===== src/rtl/uart_line_monitor.sv =====
module uart_line_monitor #(
  parameter int BRK_LEN8 = 11,
  parameter int BRK_LEN9 = 12
) (
  input  logic       clk,
  input  logic       rst_n,
  input  logic       rx_pin,
  input  logic       bit_tick,
  input  logic       mode_9bit,
  input  logic       brk_en,
  input  logic       rx_inv,
  input  logic       two_wire,
  input  logic       clr_we,
  input  logic [1:0] clr_data,
  output logic       brk_flag,
  output logic       edge_flag,
  output logic       irq
);
  localparam int CW = $clog2(BRK_LEN9 + 1);

  logic [2:0]    sync_q;
  logic [CW-1:0] run_q;
  logic [CW-1:0] thr;
  logic          lvl, lvl_prev, brk_set, edge_set, brk_clr, edge_clr;

  assign lvl      = sync_q[1] ^ rx_inv;
  assign lvl_prev = sync_q[2] ^ rx_inv;
  assign thr      = mode_9bit ? CW'(BRK_LEN9) : CW'(BRK_LEN8);

  assign brk_set  = brk_en & bit_tick & ~lvl & (run_q == thr - CW'(1));
  assign edge_set = two_wire & lvl_prev & ~lvl;
  assign brk_clr  = clr_we & clr_data[1];
  assign edge_clr = clr_we & clr_data[0];

  always_ff @(posedge clk or negedge rst_n) begin
    if (!rst_n) begin
      sync_q <= 3'b111;
    end else begin
      sync_q <= {sync_q[1:0], rx_pin};
    end
  end

  always_ff @(posedge clk or negedge rst_n) begin
    if (!rst_n) begin
      run_q <= '0;
    end else if (bit_tick) begin
      if (lvl)             run_q <= '0;
      else if (run_q < thr) run_q <= run_q + CW'(1);
    end
  end

  always_ff @(posedge clk or negedge rst_n) begin
    if (!rst_n) begin
      brk_flag  <= 1'b0;
      edge_flag <= 1'b0;
    end else begin
      brk_flag  <= brk_set  | (brk_flag  & ~brk_clr);
      edge_flag <= edge_set | (edge_flag & ~edge_clr);
    end
  end

  assign irq = brk_flag | edge_flag;
endmodule



===== config.mk =====
export PLATFORM = sky130hd
export DESIGN_NAME = uart_line_monitor
export DESIGN_NICKNAME = d
export VERILOG_FILES = /design/src/rtl/uart_line_monitor.sv
export SDC_FILE = /design/constraint.sdc
export NUM_CORES = 1
export LEC_CHECK = 0
export BUFFER_PORTS_ARGS = -buffer_cell sky130_fd_sc_hd__buf_2
export CAP_MARGIN = 25
export CORE_AREA = 4 4 41 43
export DETAILED_ROUTE_END_ITERATION = 10
export DIE_AREA = 0 0 45 47
export PLACE_DENSITY = 0.57
export SLEW_MARGIN = 10
export SYNTH_ARGS = -nofsm -noshare
export SYNTH_HDL_FRONTEND = slang
export SYNTH_SLANG_ARGS = --single-unit
export TNS_END_PERCENT = 30

===== constraint.sdc =====
create_clock -name clk -period 1.9 [get_ports clk]
set_input_delay 0.095 -clock clk [delete_from_list [all_inputs] [get_ports clk]]
set_output_delay 0.095 -clock clk [all_outputs]
set_load 0.1 [all_outputs]

**After elaboration in Yosys (flattened, before gate mapping)**

Index checks and enable logic that the tools add are counted.

- Output and inout port bits: 3
- Register bits after elaboration: 9

- Add/sub/neg operators: 2
- Eq/ne operators: 1
- Bitwise gates (word level): 17
- Magnitude comparators: 1
- Muxes and demuxes: 3
- Reduce and logical (&&, ||, !) cells: 2

Operators with widths:

| kind | number |
|---|---|
| bitwise AND 1 bit | 9 |
| two-way mux 4 bit | 2 |
| adder 4 x 1 -> 4 bit (second input constant) | 1 |
| equality test 4 bit | 1 |
| < comparator 4 bit | 1 |
| subtractor 4 x 1 -> 4 bit (second input constant) | 1 |
| two-way mux 3 bit | 1 |
| NOT 1 bit | 3 |
| bitwise OR 1 bit | 3 |
| AND reduction 2 bit | 1 |
| nonzero test 2 bit | 1 |
| XOR 1 bit | 2 |

**Depth between registers and ports, before layout**

Gate-level depths: netlist of run 1.

- Depth in word-level cells: 5
- Depth in mapped cells: 6
- Mapped depth without buffers: 6

**Worst setup path before layout of run 1**

Ideal clock, no wire load.

- Kind: register to output
- Start point: register brk_flag
- End point: output port irq
- Data required time: 1.805 ns
- Arrival: 1.488 ns
- Cell stages (with the launch flop): 2
- Slack: 0.317 ns
- Buffers on the path: 0
- Cell sequence: dfrtp_1 -> or2_2

- Word-level cells in the longest chain between the ends: 1

RTL lines:

| what | line | RTL |
|---|---|---|
| from (decl) | 15 | `output logic brk_flag,` |
| from (signal assigned) | 57 | `brk_flag <= brk_set \| (brk_flag & ~brk_clr);` |
| bitwise OR 1 bit | 62 | `assign irq = brk_flag \| edge_flag;` |
| to (decl) | 17 | `output logic irq` |

No other way between the ends.

**Worst setup path after layout of run 1**

- Start point: register run_q[1]
- End point: register run_q[0]

- Word-level cells in the longest chain between the ends: 3

RTL lines:

| what | line | RTL |
|---|---|---|
| from (decl) | 22 | `logic [CW-1:0] run_q;` |
| from (signal assigned) | 48 | `else if (run_q < thr) run_q <= run_q + CW'(1);` |
| < comparator 4 bit | 48 |  |
| nonzero test 2 bit (no line) | - |  |
| AND reduction 2 bit (no line) | - |  |

No other way between the ends.
A chain may end at the register's enable or synchronous reset.

==> results.json, run 1 <==
{
  "initial_utilization": 0.386,
  "grt_pass1_wl_mm": 1.73,
  "grt_pass1_vias": 403,
  "wl_per_cell_um": 12.1,
  "ios": 14,
  "die_area_sq_mm": 0.00212,
  "antenna_found_initial": 0,
  "leakage_uw": 0.000305,
  "worst_slew_pin_slew_ns": 0.486,
  "routed_wl_um": 969,
  "firstDrtPassIters": 3,
  "fmax_mhz": 614,
  "syn_area_per_cell_sq_um": 10.9,
  "hold_violations": 0,
  "multi_input_area_sq_um": 265,
  "cts_buffers": 3,
  "route.vias.total": 405,
  "area_delta_synth_final_pct": 25.9,
  "yosysWarningCount": 0,
  "period_minus_slack_ns": 1.63,
  "ant_nets": 0,
  "period_share": 0.857,
  "yosysTopAreaCell": "dfrtp_1",
  "syn-cell-area_sq_um": 502,
  "cts_sinks": 9,
  "status": "complete, no violations",
  "cts_max_level": 1,
  "diodes": 0,
  "rows": 13,
  "clk_path_buf_depth": 2,
  "clkSlewWorstSetupHoldPaths_ns": 0.05,
  "cts_tree": "done",
  "seq_area_frac_synth": 0.456,
  "rsz0062_at_grt": "false",
  "cp_data_arrival_time_ns": 1.76,
  "ys.flop_type": "dfrtp_1",
  "powerDensity_mw_per_mm2": 810,
  "ys_ff_latch": 9,
  "skew_ns": 0.000448,
  "gp_congestion": 0.777,
  "crit_fanout": 6,
  "grt_overflow": 0,
  "ctsResizeCount": 0,
  "synth_edf_count": 0,
  "final_cell_mix": "13 x buf_2, 7 x nand2_1, 6 x dfrtp_1",
  "synth_cells": 46,
  "viasPerCell": 5.06,
  "cp-start-kind": "flip-flop",
  "num-fill-cells": 131,
  "dr.first_iter.drc_count": 10,
  "fp.dieW_um": 45,
  "setup_viol": 0,
  "post-route-util": 0.486,
  "drv_slew": 0,
  "synth_area_leaders": "dfrtp_1 30%, dfstp_2 16%, ha_1 10%",
  "cts_root_buf": "clkbuf_4",
  "grtUsageTotal": 0.117,
  "clkLatencyLatePin_ns": 0.25,
  "dpl.hpwl_um": 805,
  "relSlewSlack": 0.679,
  "hold_path_class": "in -> reg",
  "synth_cell_type_count": 25,
  "grt_max_degree": 10,
  "syn-num-nets": 61,
  "synth_top_cell_area_share": 0.299,
  "endpoint_kind": "flip-flop",
  "final_common_cell": "buf_2",
  "cap_violations": 0,
  "finalSetupTns_ns": 0,
  "async_flop_share": 1.00,
  "register_area_sq_um": 229,
  "numPortBuffers": 13,
  "totalPowerFinal_uw": 512,
  "vdd_drop_max_uv": 640,
  "criticalPathCategory": "reg -> reg",
  "fp.dieH_um": 47,
  "cts_setup_buffers": 0,
  "drc": 0,
  "drive_above_1_share": 0.369,
  "cp_data_required_time_ns": 2.04,
  "core-area_sq_mm": 0.00130,
  "final_net_count": 81
}
==> registers in the layout, indices dropped and copies added (netlist names) <==
name / flops
brk_flag: 1
sync_q: 3
run_q: 4
edge_flag: 1
==> worst paths after layout <==
path                           start        end  slack, ns  cells past startpoint
min in group asynchronous      rst_n   run_q[1]       0.22                      2
min reg2reg                sync_q[0]  sync_q[1]       0.35                      0
min                         two_wire  edge_flag       0.07                      2
max in group asynchronous      rst_n  sync_q[0]       1.44                      2
max                         run_q[1]   run_q[0]       0.27                      5
max reg2reg                 run_q[1]   run_q[0]       0.27                      5
==> kinds of logic after synthesis <==
group | synth area share
compound gates | 0.194
xor+xnor | 0.0349
fa+ha+maj | 0.0998
buf+inv | 0.0150
flops | 0.456
mux | 0.0224
simple gates | 0.177
==> where the power goes <==
part / total [uW] / switching, uW / internal (uW)
registers: 230 / 19.2 / 211
clock network: 138 / 57.9 / 80.3
logic: 144 / 89.2 / 54.8
total: 512 / 166 / 346
==> synth_stat cells (2+ instances only) <==
cell,count
nand2_1,7
dfrtp_1,6
ha_1,4
dfstp_2,3
o31ai_1,3
inv_1,2
nor2_1,2
o21a_1,2
==> repair_timing <==
item | 4_1_cts | 5_1_grt
endpoints found under the setup margin | 0 | 0
hold endpoints to repair | 10 | 0
hold buffers | 2 | 0
==> critical path: stages (launching register included) <==
cell and delay [ns]:
dfrtp_1 0.43, ha_1 0.29, nor2b_4 0.13, o31ai_1 0.28
o21ai_1 0.12, mux2_2 0.26
==> through the flow <==
| step | instance area [sq um] | hold WS [ns] | std cells | setup WS [ns] |
|---|---|---|---|---|
| final | 632 | 0.0690 | 80 | 0.272 |
| after CTS | 632 | 0.0607 | 80 | 0.286 |
| after detailed placement | 586 | -0.0472 | 74 | 0.285 |
| after floorplan | 502 | -0.201 | 46 | 0.317 |
| after global placement | 586 | -0.0437 | 74 | 0.310 |
| after global routing | 632 | 0.0620 | 80 | 0.177 |
==> metal layers <==
metal / track usage / share of wire / up-vias
met1: 0.150 / 0.50 / 179
met4: 0.0175 / 0.0072 / 0
met5: 0 / 0 / -
li1: - / - / 214
met3: 0.0690 / 0.060 / 2
met2: 0.175 / 0.44 / 10
==> cell type report <==
cell class / instances / share of cell area
clock buffer: 4 / 0.0416
timing repair buffer: 15 / 0.135
sequential: 9 / 0.362
tap: 15 / 0.0297
multi-input combinational: 35 / 0.420
inverter: 2 / 0.0119
(Power assumes the default switching activity.)
==> run 2: changes to the inputs <==
PLACE_DENSITY = 0.59   (was 0.57)
clock period = 1.45 ns   (was 1.9 ns; I/O delays follow)
==> run 2 against run 1 <==
  * Critical endpoint is now run_q[2]
  * Clock skew up 0.00073 ns
  * Register-to-register slack worse by 0.30 ns
  * The run now ends with setup timing left
  * Clock power increased by 41%
  * Die area stayed put
  * Total power increased by 44%
  * Via count grew 13%
==> results.json, run 2 (synthesis gave the netlist of run 1 again) <==
{
  "route.vias.total": 457,
  "crit_fanout": 3,
  "stdcell_area_sq_um": 709,
  "grt_pass1_wl_mm": 1.90,
  "cp_data_arrival_time_ns": 1.67,
  "setup_viol": 3,
  "grt_overflow": 0,
  "cts_root_buf": "clkbuf_4",
  "violations": "setup timing",
  "totalPowerFinal_uw": 737,
  "fp.dieH_um": 47,
  "skew_ns": 0.00118,
  "post-route-util": 0.545,
  "instances_no_fill": 85,
  "cp-startpoint": "run_q[1]",
  "cts_buffers": 3,
  "dr.first_iter.drc_count": 9,
  "reg2reg_slack_ns": -0.02,
  "leakage_uw": 0.000327,
  "cp_data_required_time_ns": 1.65,
  "reg2reg_to": "run_q[2]",
  "final_net_count": 86,
  "largest_register_ffs": 4,
  "endpoint_kind": "flip-flop",
  "fin_ws_ns": -0.0238,
  "routed_wl_mm": 1.18,
  "period_minus_slack_ns": 1.47,
  "met2WireLength_um": 603,
  "drive_above_1_share": 0.500,
  "core-area_sq_mm": 0.00130,
  "reg2reg_from": "run_q[1]",
  "clkSlewWorstSetupHoldPaths_ns": 0.06,
  "largest_registers": "run_q x4, sync_q x3",
  "cts_max_level": 1,
  "hold_path_class": "in -> reg",
  "wl_met1_um": 443,
  "ant_nets": 0,
  "area_delta_synth_final_pct": 41.4,
  "rows": 13,
  "drc": 0,
  "initial_utilization": 0.386,
  "reg2reg_depth": 5,
  "placed_cell_area_sq_um": 618,
  "worst_slew_pin_slew_ns": 0.486,
  "grt_max_degree": 10,
  "fp.dieW_um": 45,
  "highest_layer": "met4",
  "regMostFlops": "run_q",
  "cts_sinks": 9,
  "criticalPathCategory": "reg -> reg",
  "hold_violations": 0,
  "fmax_mhz": 679,
  "period_share": 1.02,
  "final_cell_mix": "13 x buf_2, 7 x nand2_1, 5 x buf_4",
  "grtUsageTotal": 0.128,
  "place_inst": 78,
  "clk_path_buf_depth": 2,
  "antenna_found_initial": 0,
  "cts_tree": "done",
  "viasPerCell": 5.38,
  "finalSetupTns_ns": -0.0669,
  "rsz0062_at_grt": "true",
  "numPortBuffers": 13,
  "status": "complete, but fails checks",
  "final_common_cell": "buf_2",
  "diodes": 0,
  "grt_pass1_vias": 454,
  "drv_slew": 0,
  "dr_wl_met3_um": 125,
  "gp_congestion": 0.819,
  "firstDrtPassIters": 4,
  "register_area_sq_um": 231,
  "clkLatencyLatePin_ns": 0.26,
  "die_area_sq_mm": 0.00212,
  "relSlewSlack": 0.678,
  "cp-start-kind": "flip-flop",
  "wl_per_cell_um": 13.9,
  "ios": 14,
  "num-fill-cells": 124,
  "multi_input_area_sq_um": 303,
  "cap_violations": 0,
  "powerDensity_mw_per_mm2": 1040,
  "endpoint": "run_q[2]",
  "dpl.hpwl_um": 851,
  "vdd_drop_max_uv": 480
}
[run 2: cell types whose count changed in the layout (fill, tap and decap cells not counted)]
| cell | previous run | this run |
|---|---|---|
| buf_4 | 0 | 5 |
| dfrtp_1 | 6 | 4 |
| dfrtp_2 | 0 | 2 |
| ha_1 | 4 | 3 |
| ha_4 | 0 | 1 |
| o21a_1 | 2 | 1 |
| o21a_4 | 0 | 1 |
| o21ai_1 | 1 | 0 |
| o21ai_2 | 0 | 1 |
| o31ai_1 | 3 | 2 |
| o31ai_4 | 0 | 1 |
[run 2: cell type report]
cell class / count / area share
Timing Repair Buffer: 20 / 0.173
Sequential cell: 9 / 0.326
Multi-Input combinational cell: 35 / 0.427
Inverter: 2 / 0.0106
Tap cell: 15 / 0.0265
Clock buffer: 4 / 0.0370
[run 2: how the worst min path moves through the flow]
stage	startpoint	to	slack, ns	depth (start not counted)
floorplan	rst_n	brk_flag	-0.22	0
global placement	rst_n	run_q[3]	-0.06	1
detailed placement	rst_n	run_q[3]	-0.06	1
CTS	two_wire	edge_flag	0.04	2
global route	two_wire	edge_flag	0.05	2
finish	two_wire	edge_flag	0.04	2
[run 2: power breakdown]
| part | switching [uW] | internal (uW) |
|---|---|---|
| sequential | 14.3 | 276 |
| combinational | 150 | 102 |
| clock | 88.0 | 106 |
| total | 252 | 485 |
[run 2: worst max-delay path: stages, from the launching register on]
cell	delay [ns]
dfrtp_1	0.38
ha_1	0.27
nor2b_4	0.14
o31a_1	0.26
nor4b_2	0.24
a31o_1	0.12
[run 2: routing by layer]
layer  up-vias  track usage
met5         -            0
li1        218            -
met2        25        0.218
met3         2       0.0498
met4         0       0.0702
met1       212        0.138
[run 2: per-stage QoR]
stage	hold slack, ns	worst slack [ns]
after floorplan	-0.223	-0.0649
after global routing	0.0485	-0.122
after CTS	0.0378	-0.0329
after global placement	-0.0604	-0.0541
final	0.0403	-0.0238
after detailed placement	-0.0626	-0.0715
[run 2: repair_timing]
item	in CTS	in global routing
setup endpoints to repair	3	4
resized for setup	1	5
setup buffers	0	1
hold endpoints to repair	10	0
hold buffers	2	0
pin swaps	0	0
